File: config.mk
export PLATFORM = sky130hd
export DESIGN_NAME = ovs_supervisor
export DESIGN_NICKNAME = d
export VERILOG_FILES = /design/src/rtl/ovs_pkg.sv /design/src/rtl/ovs_sync.sv /design/src/rtl/ovs_cmd_decode.sv /design/src/rtl/ovs_ctrl_regs.sv /design/src/rtl/ovs_err_bank.sv /design/src/rtl/ovs_supervisor.sv
export SDC_FILE = /design/constraint.sdc
export NUM_CORES = 1
export LEC_CHECK = 0
export ABC_AREA = 1
export CORE_UTILIZATION = 60
export DETAILED_ROUTE_END_ITERATION = 10
export DONT_BUFFER_PORTS = 1
export HOLD_SLACK_MARGIN = 0.02
export PLACE_DENSITY = 0.74
export REMOVE_ABC_BUFFERS = 1
export SLEW_MARGIN = 25
export SYNTH_ARGS = -nofsm -noshare
export SYNTH_HDL_FRONTEND = slang
export SYNTH_SLANG_ARGS = --single-unit
File: constraint.sdc
create_clock -name clk -period 2.4 [get_ports clk]
set_clock_uncertainty 0.2 [all_clocks]
set_input_delay 0.48 -clock clk [delete_from_list [all_inputs] [get_ports clk]]
set_output_delay 0.48 -clock clk [all_outputs]
set_load 0.02 [all_outputs]
File: src/rtl/ovs_pkg.sv
package ovs_pkg;

    localparam int ADDR_W = 6;
    localparam int CH_AW  = 5;
    localparam int TGL_B  = 4;
    localparam int DIR_B  = 5;

    typedef enum logic [3:0] {
        OP_CLEAR  = 4'd0,
        OP_PRESET = 4'd1,
        OP_ENABLE = 4'd2,
        OP_DISABL = 4'd3,
        OP_SHIFT0 = 4'd4,
        OP_SHIFT1 = 4'd5
    } op_e;

    typedef struct packed {
        logic clr;
        logic pre;
        logic en;
        logic dis;
        logic shift0;
        logic shift1;
    } op_pulse_t;

endpackage

File: src/rtl/ovs_sync.sv
module ovs_sync #(
    parameter int W = 1
) (
    input  logic         clk,
    input  logic         rst_n,
    input  logic [W-1:0] async_i,
    output logic [W-1:0] sync_o
);
    typedef struct packed {
        logic [W-1:0] meta;
        logic [W-1:0] stab;
    } st_t;

    st_t st_d, st_q;

    always_comb begin
        st_d      = st_q;
        st_d.meta = async_i;
        st_d.stab = st_q.meta;
    end

    always_ff @(posedge clk or negedge rst_n) begin
        if (!rst_n) st_q <= '0;
        else        st_q <= st_d;
    end

    assign sync_o = st_q.stab;
endmodule

File: src/rtl/ovs_cmd_decode.sv
module ovs_cmd_decode
    import ovs_pkg::*;
(
    input  logic              clk,
    input  logic              rst_n,
    input  logic [ADDR_W-1:0] addr_s,
    output op_pulse_t         op_o
);
    typedef struct packed {
        logic wr_mode;
        logic tgl_ref;
    } st_t;

    st_t       st_d, st_q;
    logic      exec;
    op_pulse_t op;

    always_comb begin
        st_d = st_q;
        exec = addr_s[DIR_B] && st_q.wr_mode && (addr_s[TGL_B] != st_q.tgl_ref);
        st_d.wr_mode = addr_s[DIR_B];
        if (addr_s[DIR_B]) st_d.tgl_ref = addr_s[TGL_B];
        op = '0;
        if (exec) begin
            case (op_e'(addr_s[3:0]))
                OP_CLEAR:  op.clr    = 1'b1;
                OP_PRESET: op.pre    = 1'b1;
                OP_ENABLE: op.en     = 1'b1;
                OP_DISABL: op.dis    = 1'b1;
                OP_SHIFT0: op.shift0 = 1'b1;
                OP_SHIFT1: op.shift1 = 1'b1;
                default:   op        = '0;
            endcase
        end
    end

    always_ff @(posedge clk or negedge rst_n) begin
        if (!rst_n) st_q <= '0;
        else        st_q <= st_d;
    end

    assign op_o = op;

    // at most one command per cycle
    assert_single_op_R8: assert property (@(posedge clk) disable iff (!rst_n)
        $onehot0(op))
        else $error("more than one command decoded");

    // after a command the reference tracks the toggle, so it cannot repeat
    assert_toggle_ref_R9: assert property (@(posedge clk) disable iff (!rst_n)
        exec |=> (st_q.tgl_ref == $past(addr_s[TGL_B])))
        else $error("toggle reference not updated");
endmodule

File: src/rtl/ovs_ctrl_regs.sv
module ovs_ctrl_regs
    import ovs_pkg::*;
#(
    parameter int                NUM_CH = 32,
    parameter logic [NUM_CH-1:0] WIN_CH = '0
) (
    input  logic              clk,
    input  logic              rst_n,
    input  op_pulse_t         op_i,
    input  logic              active_s,
    output logic              prot_en_o,
    output logic [NUM_CH-1:0] mask_eff_o
);
    typedef struct packed {
        logic              en;
        logic              active;
        logic [NUM_CH-1:0] umask;
    } st_t;

    st_t st_d, st_q;

    always_comb begin
        st_d = st_q;
        if (op_i.en)  st_d.en = 1'b1;
        if (op_i.dis) st_d.en = 1'b0;
        if (op_i.shift0 || op_i.shift1)
            st_d.umask = {st_q.umask[NUM_CH-2:0], op_i.shift1};
        st_d.active = st_q.active | active_s;
    end

    always_ff @(posedge clk or negedge rst_n) begin
        if (!rst_n) begin
            st_q        <= '0;
            st_q.en     <= 1'b1;
        end else begin
            st_q <= st_d;
        end
    end

    assign prot_en_o  = st_q.en;
    assign mask_eff_o = st_q.umask | (WIN_CH & ~{NUM_CH{st_q.active}});

    // once the active state is seen it stays
    assert_active_sticky_R7: assert property (@(posedge clk) disable iff (!rst_n)
        st_q.active |=> st_q.active)
        else $error("active indication lost");

    // a disable command turns protection off
    assert_disable_R10: assert property (@(posedge clk) disable iff (!rst_n)
        op_i.dis |=> !prot_en_o)
        else $error("disable not applied");
endmodule

File: src/rtl/ovs_err_bank.sv
module ovs_err_bank #(
    parameter int NUM_CH = 32
) (
    input  logic              clk,
    input  logic              rst_n,
    input  logic [NUM_CH-1:0] fault_s,
    input  logic [NUM_CH-1:0] mask_eff,
    input  logic              clr_all,
    input  logic              preset,
    output logic [NUM_CH-1:0] err_o
);
    typedef struct packed {
        logic [NUM_CH-1:0] err;
    } st_t;

    st_t               st_d, st_q;
    logic [NUM_CH-1:0] set_v;

    always_comb begin
        st_d  = st_q;
        set_v = fault_s & ~mask_eff;
        if (clr_all) st_d.err = '0;
        if (preset)  st_d.err = '1;
        st_d.err = st_d.err | set_v;
    end

    always_ff @(posedge clk or negedge rst_n) begin
        if (!rst_n) st_q <= '0;
        else        st_q <= st_d;
    end

    assign err_o = st_q.err;

    // an unmasked fault always lands, whatever else happened
    assert_fault_lands_R3: assert property (@(posedge clk) disable iff (!rst_n)
        ((st_q.err & $past(set_v)) == $past(set_v)))
        else $error("unmasked fault not latched");

    // a bit rises only from an unmasked fault or a preset
    assert_no_spurious_R4: assert property (@(posedge clk) disable iff (!rst_n)
        !$past(preset) |-> ((st_q.err & ~$past(st_q.err) & ~$past(set_v)) == '0))
        else $error("error bit set without cause");

    // a clear leaves only the faults of that cycle
    assert_clear_R6: assert property (@(posedge clk) disable iff (!rst_n)
        ($past(clr_all) && !$past(preset)) |-> ((st_q.err & ~$past(set_v)) == '0))
        else $error("clear did not empty the register");

    // preset sets every bit
    assert_preset_R8: assert property (@(posedge clk) disable iff (!rst_n)
        preset |=> (st_q.err == '1))
        else $error("preset incomplete");
endmodule

File: src/rtl/ovs_supervisor.sv
module ovs_supervisor
    import ovs_pkg::*;
#(
    parameter int                NUM_CH = 32,
    parameter logic [NUM_CH-1:0] WIN_CH = 32'hF000_0000
) (
    input  logic              clk,
    input  logic              rst_n,
    input  logic [NUM_CH-1:0] fault_i,
    input  logic [ADDR_W-1:0] addr_i,
    input  logic              shdn_active_i,
    input  logic              shdn_clear_i,
    output logic              mux_data_o,
    output logic              status_o,
    output logic [NUM_CH-1:0] chan_off_o
);
    localparam int PAD_W = 1 << CH_AW;

    logic [NUM_CH-1:0] fault_s;
    logic [ADDR_W-1:0] addr_s;
    logic [1:0]        shdn_s;
    logic [NUM_CH-1:0] mask_eff;
    logic [NUM_CH-1:0] err;
    logic              prot_en;
    op_pulse_t         op;
    logic [PAD_W-1:0]  err_pad;

    ovs_sync #(.W(NUM_CH)) u_fault_sync (
        .clk(clk), .rst_n(rst_n), .async_i(fault_i), .sync_o(fault_s));

    ovs_sync #(.W(ADDR_W)) u_addr_sync (
        .clk(clk), .rst_n(rst_n), .async_i(addr_i), .sync_o(addr_s));

    ovs_sync #(.W(2)) u_shdn_sync (
        .clk(clk), .rst_n(rst_n),
        .async_i({shdn_clear_i, shdn_active_i}), .sync_o(shdn_s));

    ovs_cmd_decode u_dec (
        .clk(clk), .rst_n(rst_n), .addr_s(addr_s), .op_o(op));

    ovs_ctrl_regs #(.NUM_CH(NUM_CH), .WIN_CH(WIN_CH)) u_ctrl (
        .clk(clk), .rst_n(rst_n), .op_i(op), .active_s(shdn_s[0]),
        .prot_en_o(prot_en), .mask_eff_o(mask_eff));

    ovs_err_bank #(.NUM_CH(NUM_CH)) u_err (
        .clk(clk), .rst_n(rst_n), .fault_s(fault_s), .mask_eff(mask_eff),
        .clr_all(op.clr | shdn_s[1]), .preset(op.pre), .err_o(err));

    always_comb begin
        err_pad             = '0;
        err_pad[NUM_CH-1:0] = err;
        mux_data_o          = !addr_i[DIR_B] && err_pad[addr_i[CH_AW-1:0]];
    end

    assign status_o = |err;

    for (genvar i = 0; i < NUM_CH; i++) begin : g_off
        assign chan_off_o[i] = err[i] & prot_en & ~mask_eff[i];
    end

    // disabled protection releases every channel line
    assert_off_when_disabled_R10: assert property (@(posedge clk) disable iff (!rst_n)
        !prot_en |-> (chan_off_o == '0))
        else $error("off line driven while disabled");

    // status follows register contents across a clock
    assert_status_R2: assert property (@(posedge clk) disable iff (!rst_n)
        (err == '0) |-> !status_o)
        else $error("status high with empty register");
endmodule

==> flow_metrics.tcl, run 1 <==
set metrics [dict create \
    status "finished, violations left" \
    violations "hold timing" \
    fmax_mhz 417 \
    yosysMostFrequentCell "dfrtp_1" \
    fin_crit_ns 2.40 \
    worstPathRequired_ns 1.72 \
    start_util_pct 61.5 \
    ant_nets 0 \
    cp_max_fo 4 \
    top_level_ports 76 \
    tns_ns 0 \
    fin_cells 730 \
    synth_top_area_share_pct 61.8 \
    wl_per_cell_um 16.9 \
    synth_commonest_cells "dfrtp_1, nand2_1, nand3_2" \
    track_usage_pct 25.9 \
    slew_viol_final 0 \
    drc_errors 0 \
    rr_worst_depth 6 \
    rsz0062_at_grt "yes" \
    fin_util_pct 75.5 \
    synthArstFlopShare_pct 100 \
    grt_pass1_vias 3998 \
    seq_area_frac_synth_pct 62.2 \
    first_pass_iters 4 \
    p_leak_nw 3.36 \
    area_delta_synth_final_pct 22.7 \
    post-route-period-util_pct 99.9 \
    die_h_um 102 \
    clk_latency_ns 0.52 \
    postCtsHoldBufs 40 \
    drt-initial-drc-count 256 \
    dieArea_um2 10300 \
    place_inst 649 \
    synth-edff-count 0 \
    hold_slack_ns -0.548 \
    io_buffers 0 \
    start_kind "flip-flop" \
    routed_via_density 5.34 \
    clkTransAtPathRegs_ns 0.06 \
    cts_num_sinks 148 \
    crit_type "flip-flop to output pin" \
    syn_inst 531 \
    netlist_area_um2 5960 \
    hold_viol_final 148 \
    die_x_um 102 \
    hpwl_mm 7.31 \
    avgSynthCellArea_um2 11.2 \
    drt-total-wl_mm 12.3 \
    crit_arrival_ns 1.72 \
    nets 626 \
    setup_violations 0 \
    vias 3895 \
    place_ws_ns 0.288 \
    synthFlopType "dfrtp_1" \
    gp_congestion 0.819 \
    synth.largest_area_cell "dfrtp_1" \
    grt_pass1_wl_mm 19.7 \
    diodes 0 \
    cts_max_path_buffers 2 \
    yosys_warnings 0 \
    grt-ovfl-total 0 \
    final_layout_size_suffix_gt1_share_pct 33.2 \
    ys_ff_latch 148 \
    htreeDepth 4 \
    ir_drop_mv 0.519 \
    hp-class "input port to async pin" \
    worst_slew_pin_slew_ns 0.546 \
    synthDistinctLibCells 27 \
    antenna_found_initial 0 \
    cts_root_buf "clkbuf_8" \
    synthTopCellsByArea "dfrtp_1, nand3_2, nand2_1, o21ai_2, buf_6" \
    grt_max_degree 149 \
    rows 36 \
    worst_slack_ns 0.00330 \
    core_um2 9680 \
    pwr_density_cell_nw_per_um2 846 \
    cap_violations 0 \
    cts_buffers 17 \
    slew_headroom_pct 63.6 \
    crit_path_end_kind "output pin" \
    cts_tree "done" \
]
[placed cells by master (no fill, tap or decap), drive strengths merged]
cell type    netlist  final
a21oi              3      3
buf               20     17
bufinv             0      5
clkbuf             3     23
clkinv             0      3
clkinvlp           0      1
dfrtp            147    147
dfstp              1      1
dlygate4sd3        0     40
inv               44     44
mux2               1      1
nand2            130    130
nand3             95     95
nand3b             1      1
nand4              2      2
nor2              35     35
nor3               2      2
nor4               8      8
o21a               1      1
o21ai             35     35
or2                3      3
[routing by layer]
layer / share of wire (%) / up-vias / global-route usage [%] / routed length (um)
li1: - / 1829 / - / -
met1: 42 / 1946 / 32.3 / 5180
met2: 51 / 102 / 43.1 / 6320
met3: 4.8 / 18 / 7.73 / 593
met4: 2.0 / 0 / 9.36 / 242
met5: 0 / - / 0 / 0
[power by group]
group          switching [mW]  internal, mW  leakage, nW
clock network           0.953          1.90        0.318
logic                   0.375         0.224         1.28
registers               0.110          2.63         1.76
[logic make-up after synthesis]
kind of cell    after synthesis  share of synthesized area [%]
compound gates               39                           5.27
buf+inv                      67                           6.30
flops                       148                           62.2
mux                           1                          0.189
simple gates                276                           26.0
[worst max-delay path: stages, from the launching register on]
cell and delay, ns:
dfrtp_1 0.44, nor4_2 0.31, nand4_1 0.15, or2_4 0.30
[registers in the layout, indices dropped and copies added (netlist names)]
name and flops:
u_ctrl.prot_en_o 1, u_dec.st_q 2, u_fault_sync.sync_o 32, u_err.err_o 32
u_shdn_sync.sync_o 2, u_addr_sync.sync_o 6, u_shdn_sync.st_d 2, u_addr_sync.st_d 6
u_fault_sync.st_d 32, u_ctrl.st_q 33
[cell type report]
class                           count  area [um2]
Clock buffer                       23         477
Clock inverter                      9         173
Fill cell                         626        2370
Inverter                           44         168
Multi-Input combinational cell    316        2030
Sequential cell                   148        3720
Tap cell                          133         166
Timing Repair Buffer               57         578
[through the flow]
step	power (mW)	area, um2
floorplan	3.11	5750
global placement	3.24	6030
CTS	6.20	7170
detailed placement	3.25	6030
finish	6.19	7310
global route	6.41	7310
[path summary, 6_finish.rpt]
kind	from	end	slack (ns)
worst max register to register	u_addr_sync.sync_o[2]$_DFF_PN0_	u_err.err_o[27]$_DFF_PN0_	0.54
min in group clk	u_addr_sync.st_d[1]$_DFF_PN0_	u_addr_sync.sync_o[1]$_DFF_PN0_	0.14
max in group asynchronous	rst_n	u_ctrl.prot_en_o$_DFFE_PN1P_	2.36
worst min register to register	u_addr_sync.st_d[1]$_DFF_PN0_	u_addr_sync.sync_o[1]$_DFF_PN0_	0.14
worst max-delay path	u_err.err_o[3]$_DFF_PN0_	status_o	0.003
worst min-delay path	rst_n	u_fault_sync.st_d[0]$_DFF_PN0_	-0.55
[repair_timing]
item,CTS,global route
pin swaps,1,6
buffers inserted,2,7
resized for setup,28,26
setup endpoints to repair,26,7
hold endpoints to repair,188,148
Power figures use the tool's default switching activity.
==> inputs of run 2 (changes only) <==
ABC_AREA = unset   (was 1)
==> run 2 against run 1 <==
Against the previous run:
- the run ends with hold timing, setup timing left
- hold slack about the same
- power down 4.2%
- critical path depth up 1
- maximum frequency down 8.4%
- routed wire length down 13%
- sequential cell count unchanged
- design area down 12%
- via count down 17%
- clock power down 9.8%
- largest power group is now registers
==> flow_metrics.tcl, run 2 <==
set metrics [dict create \
    grt_pass1_vias 3329 \
    core_um2 8300 \
    syn_inst 369 \
    top_level_ports 76 \
    die_h_um 95.2 \
    vias 3216 \
    yosys_warnings 0 \
    cpPeakStageDelay_ns 0.49 \
    gp_congestion 0.763 \
    cts_buffers 17 \
    cts_tree "done" \
    ir_drop_mv 0.713 \
    worst_slew_pin_slew_ns 0.619 \
    synthTopCellsByArea "dfrtp_1, a221o_1, and3_1, mux4_2, o21ai_0" \
    cp_max_fo 4 \
    largest_register_ff_count 33 \
    fmax_mhz 382 \
    synthFlopType "dfrtp_1" \
    wl_per_cell_um 19.7 \
    drt-total-wl_mm 10.7 \
    diodes 0 \
    grt-busiest-layer "met2" \
    yosysMostFrequentCell "dfrtp_1" \
    routed_via_density 5.89 \
    start_kind "flip-flop" \
    hold_viol_final 148 \
    synth-edff-count 0 \
    avgSynthCellArea_um2 14.1 \
    crit_arrival_ns 1.94 \
    clk_latency_ns 0.52 \
    cts_max_path_buffers 2 \
    fin_crit_ns 2.62 \
    grt-ovfl-total 0 \
    drc_errors 0 \
    die_x_um 95.2 \
    synthDistinctLibCells 32 \
    post-route-cell-area_um2 6460 \
    synth.largest_area_cell "dfrtp_1" \
    violations "hold timing, setup timing" \
    seq_area_frac_synth_pct 71.1 \
    crit_path_top_delay_cell "mux4_2" \
    start_util_pct 62.8 \
    post-route-period-util_pct 109 \
    final_layout_size_suffix_gt1_share_pct 18.6 \
    crit_path_end_kind "output pin" \
    hp-class "input port to async pin" \
    synth_top_area_share_pct 70.6 \
    critical_path.cell_chain "mux4_2 > mux2i_1 > nand3b_1 > and3_4" \
    dieArea_um2 9060 \
    rsz0062_at_grt "yes" \
    nets 471 \
    ys_ff_latch 148 \
    grtUsageMet2_pct 43.9 \
    cp_num_buf_inv 0 \
    grt_util_met3_pct 9.33 \
    synthArstFlopShare_pct 100 \
    postCtsHoldBufs 40 \
    place_ws_ns 0.130 \
    io_buffers 0 \
    layout_commonest_cell "dfrtp_1" \
    cts_root_buf "clkbuf_8" \
    top_register "u_ctrl.st_q" \
    grt_max_degree 149 \
    ant_nets 0 \
    rows 33 \
    crit_type "flip-flop to output pin" \
    pwr_density_cell_nw_per_um2 918 \
    grt_pass1_wl_mm 17.3 \
    area_delta_synth_final_pct 23.9 \
    antenna_found_initial 0 \
    hold_slack_ns -0.548 \
    setup_violations 2 \
    track_usage_pct 26.8 \
    crit_family "multiplexers" \
    hpwl_mm 6.07 \
    first_pass_iters 4 \
    netlist_area_um2 5210 \
    status "finished, violations left" \
    slew_headroom_pct 58.7 \
    worstPathRequired_ns 1.72 \
    drt-initial-drc-count 228 \
    synth_commonest_cells "dfrtp_1, a221o_1, nand2_1" \
    fin_util_pct 77.8 \
    cts_num_sinks 148 \
    p_leak_nw 2.81 \
    cap_violations 0 \
    worst_slack_ns -0.215 \
    dpl_cell_area_um2 5330 \
    use_met1_pct 33.8 \
    htreeDepth 4 \
    clkTransAtPathRegs_ns 0.06 \
    final_cell_mix "dfrtp_1, dlygate4sd3_1, a221o_1, nand2_1" \
    slew_viol_final 0 \
]
==> run 2: cell types whose count changed after synthesis, sizes merged, moves of 3 or more <==
cell	previous run	this run
and3	0	29
nand3	95	0
clkbuf	3	7
o21ai	35	29
mux2i	0	3
inv	44	29
buf	20	12
nor3b	0	4
mux2	1	7
nand2	130	31
nor2	35	3
a221o	0	31
mux4	0	7
nor2b	0	3
==> run 2: path summary, 6_finish.rpt <==
check / start / slack [ns] / cells after the start / endpoint
max: u_err.err_o[11]$_DFF_PN0_ / -0.22 / 4 / mux_data_o
min: rst_n / -0.55 / 0 / u_shdn_sync.st_d[0]$_DFF_PN0_
max reg2reg: u_dec.st_q[0]$_DFFE_PN0P_ / 0.16 / 5 / u_err.err_o[10]$_DFF_PN0_
min reg2reg: u_shdn_sync.st_d[1]$_DFF_PN0_ / 0.15 / 0 / u_shdn_sync.sync_o[1]$_DFF_PN0_
max in group asynchronous: rst_n / 2.24 / 0 / u_ctrl.prot_en_o$_DFFE_PN1P_
min in group clk: u_shdn_sync.st_d[1]$_DFF_PN0_ / 0.15 / 0 / u_shdn_sync.sync_o[1]$_DFF_PN0_
==> run 2: routing by layer <==
layer  vias to the layer above  wire (um)
met5                         -          0
met4                         0        109
met3                        12        621
met2                        89       5600
met1                      1685       4410
li1                       1430          -
==> run 2: layout make-up <==
class / count / area, um2
Tap cell: 105 / 131
Clock inverter: 10 / 121
Sequential cell: 148 / 3700
Timing Repair Buffer: 60 / 576
Multi-Input combinational cell: 173 / 1360
Inverter: 29 / 109
Fill cell: 463 / 1840
Clock buffer: 21 / 459
==> run 2: metrics by stage <==
step	hold slack (ns)	TNS (ns)	instances	power, mW
after floorplan	-0.0156	-4.22	350	3.13
after global placement	-0.0133	0	463	3.28
after detailed placement	-0.0132	0	463	3.29
after CTS	-0.564	-0.416	544	5.92
after global routing	-0.575	-0.465	546	6.12
final	-0.548	-0.297	546	5.92
==> run 2: what timing repair did <==
| action | CTS | global route |
|---|---|---|
| gates resized for setup | 2 | 11 |
| endpoints found under the setup margin | 5 | 6 |
| hold endpoints to repair | 188 | 148 |
| gates cloned | 0 | 0 |
| pin swaps | 2 | 2 |
| buffers inserted | 10 | 2 |
==> run 2: where the power goes <==
part           total (mW)  internal [mW]  leakage [nW]  switching, mW
clock                2.57           1.56         0.285           1.01
sequential           2.71           2.62          1.77         0.0890
combinational       0.640          0.265         0.763          0.374
==> run 2: logic make-up after synthesis <==
family / Yosys count / share of synthesized area, %
flip-flops: 148 / 71.1
multiplexers: 17 / 5.11
buffers and inverters: 48 / 4.06
AND/OR/NAND/NOR: 89 / 9.87
AO/OA/AOI/OAI: 66 / 9.56
XOR/XNOR: 1 / 0.312
==> run 2: worst register-to-register path, stage by stage (launching register included) <==
cell and delay [ns]:
dfrtp_1 0.41, xnor2_2 0.34, nor4_4 0.08, a21oi_2 0.51, buf_4 0.41, a221o_1 0.22
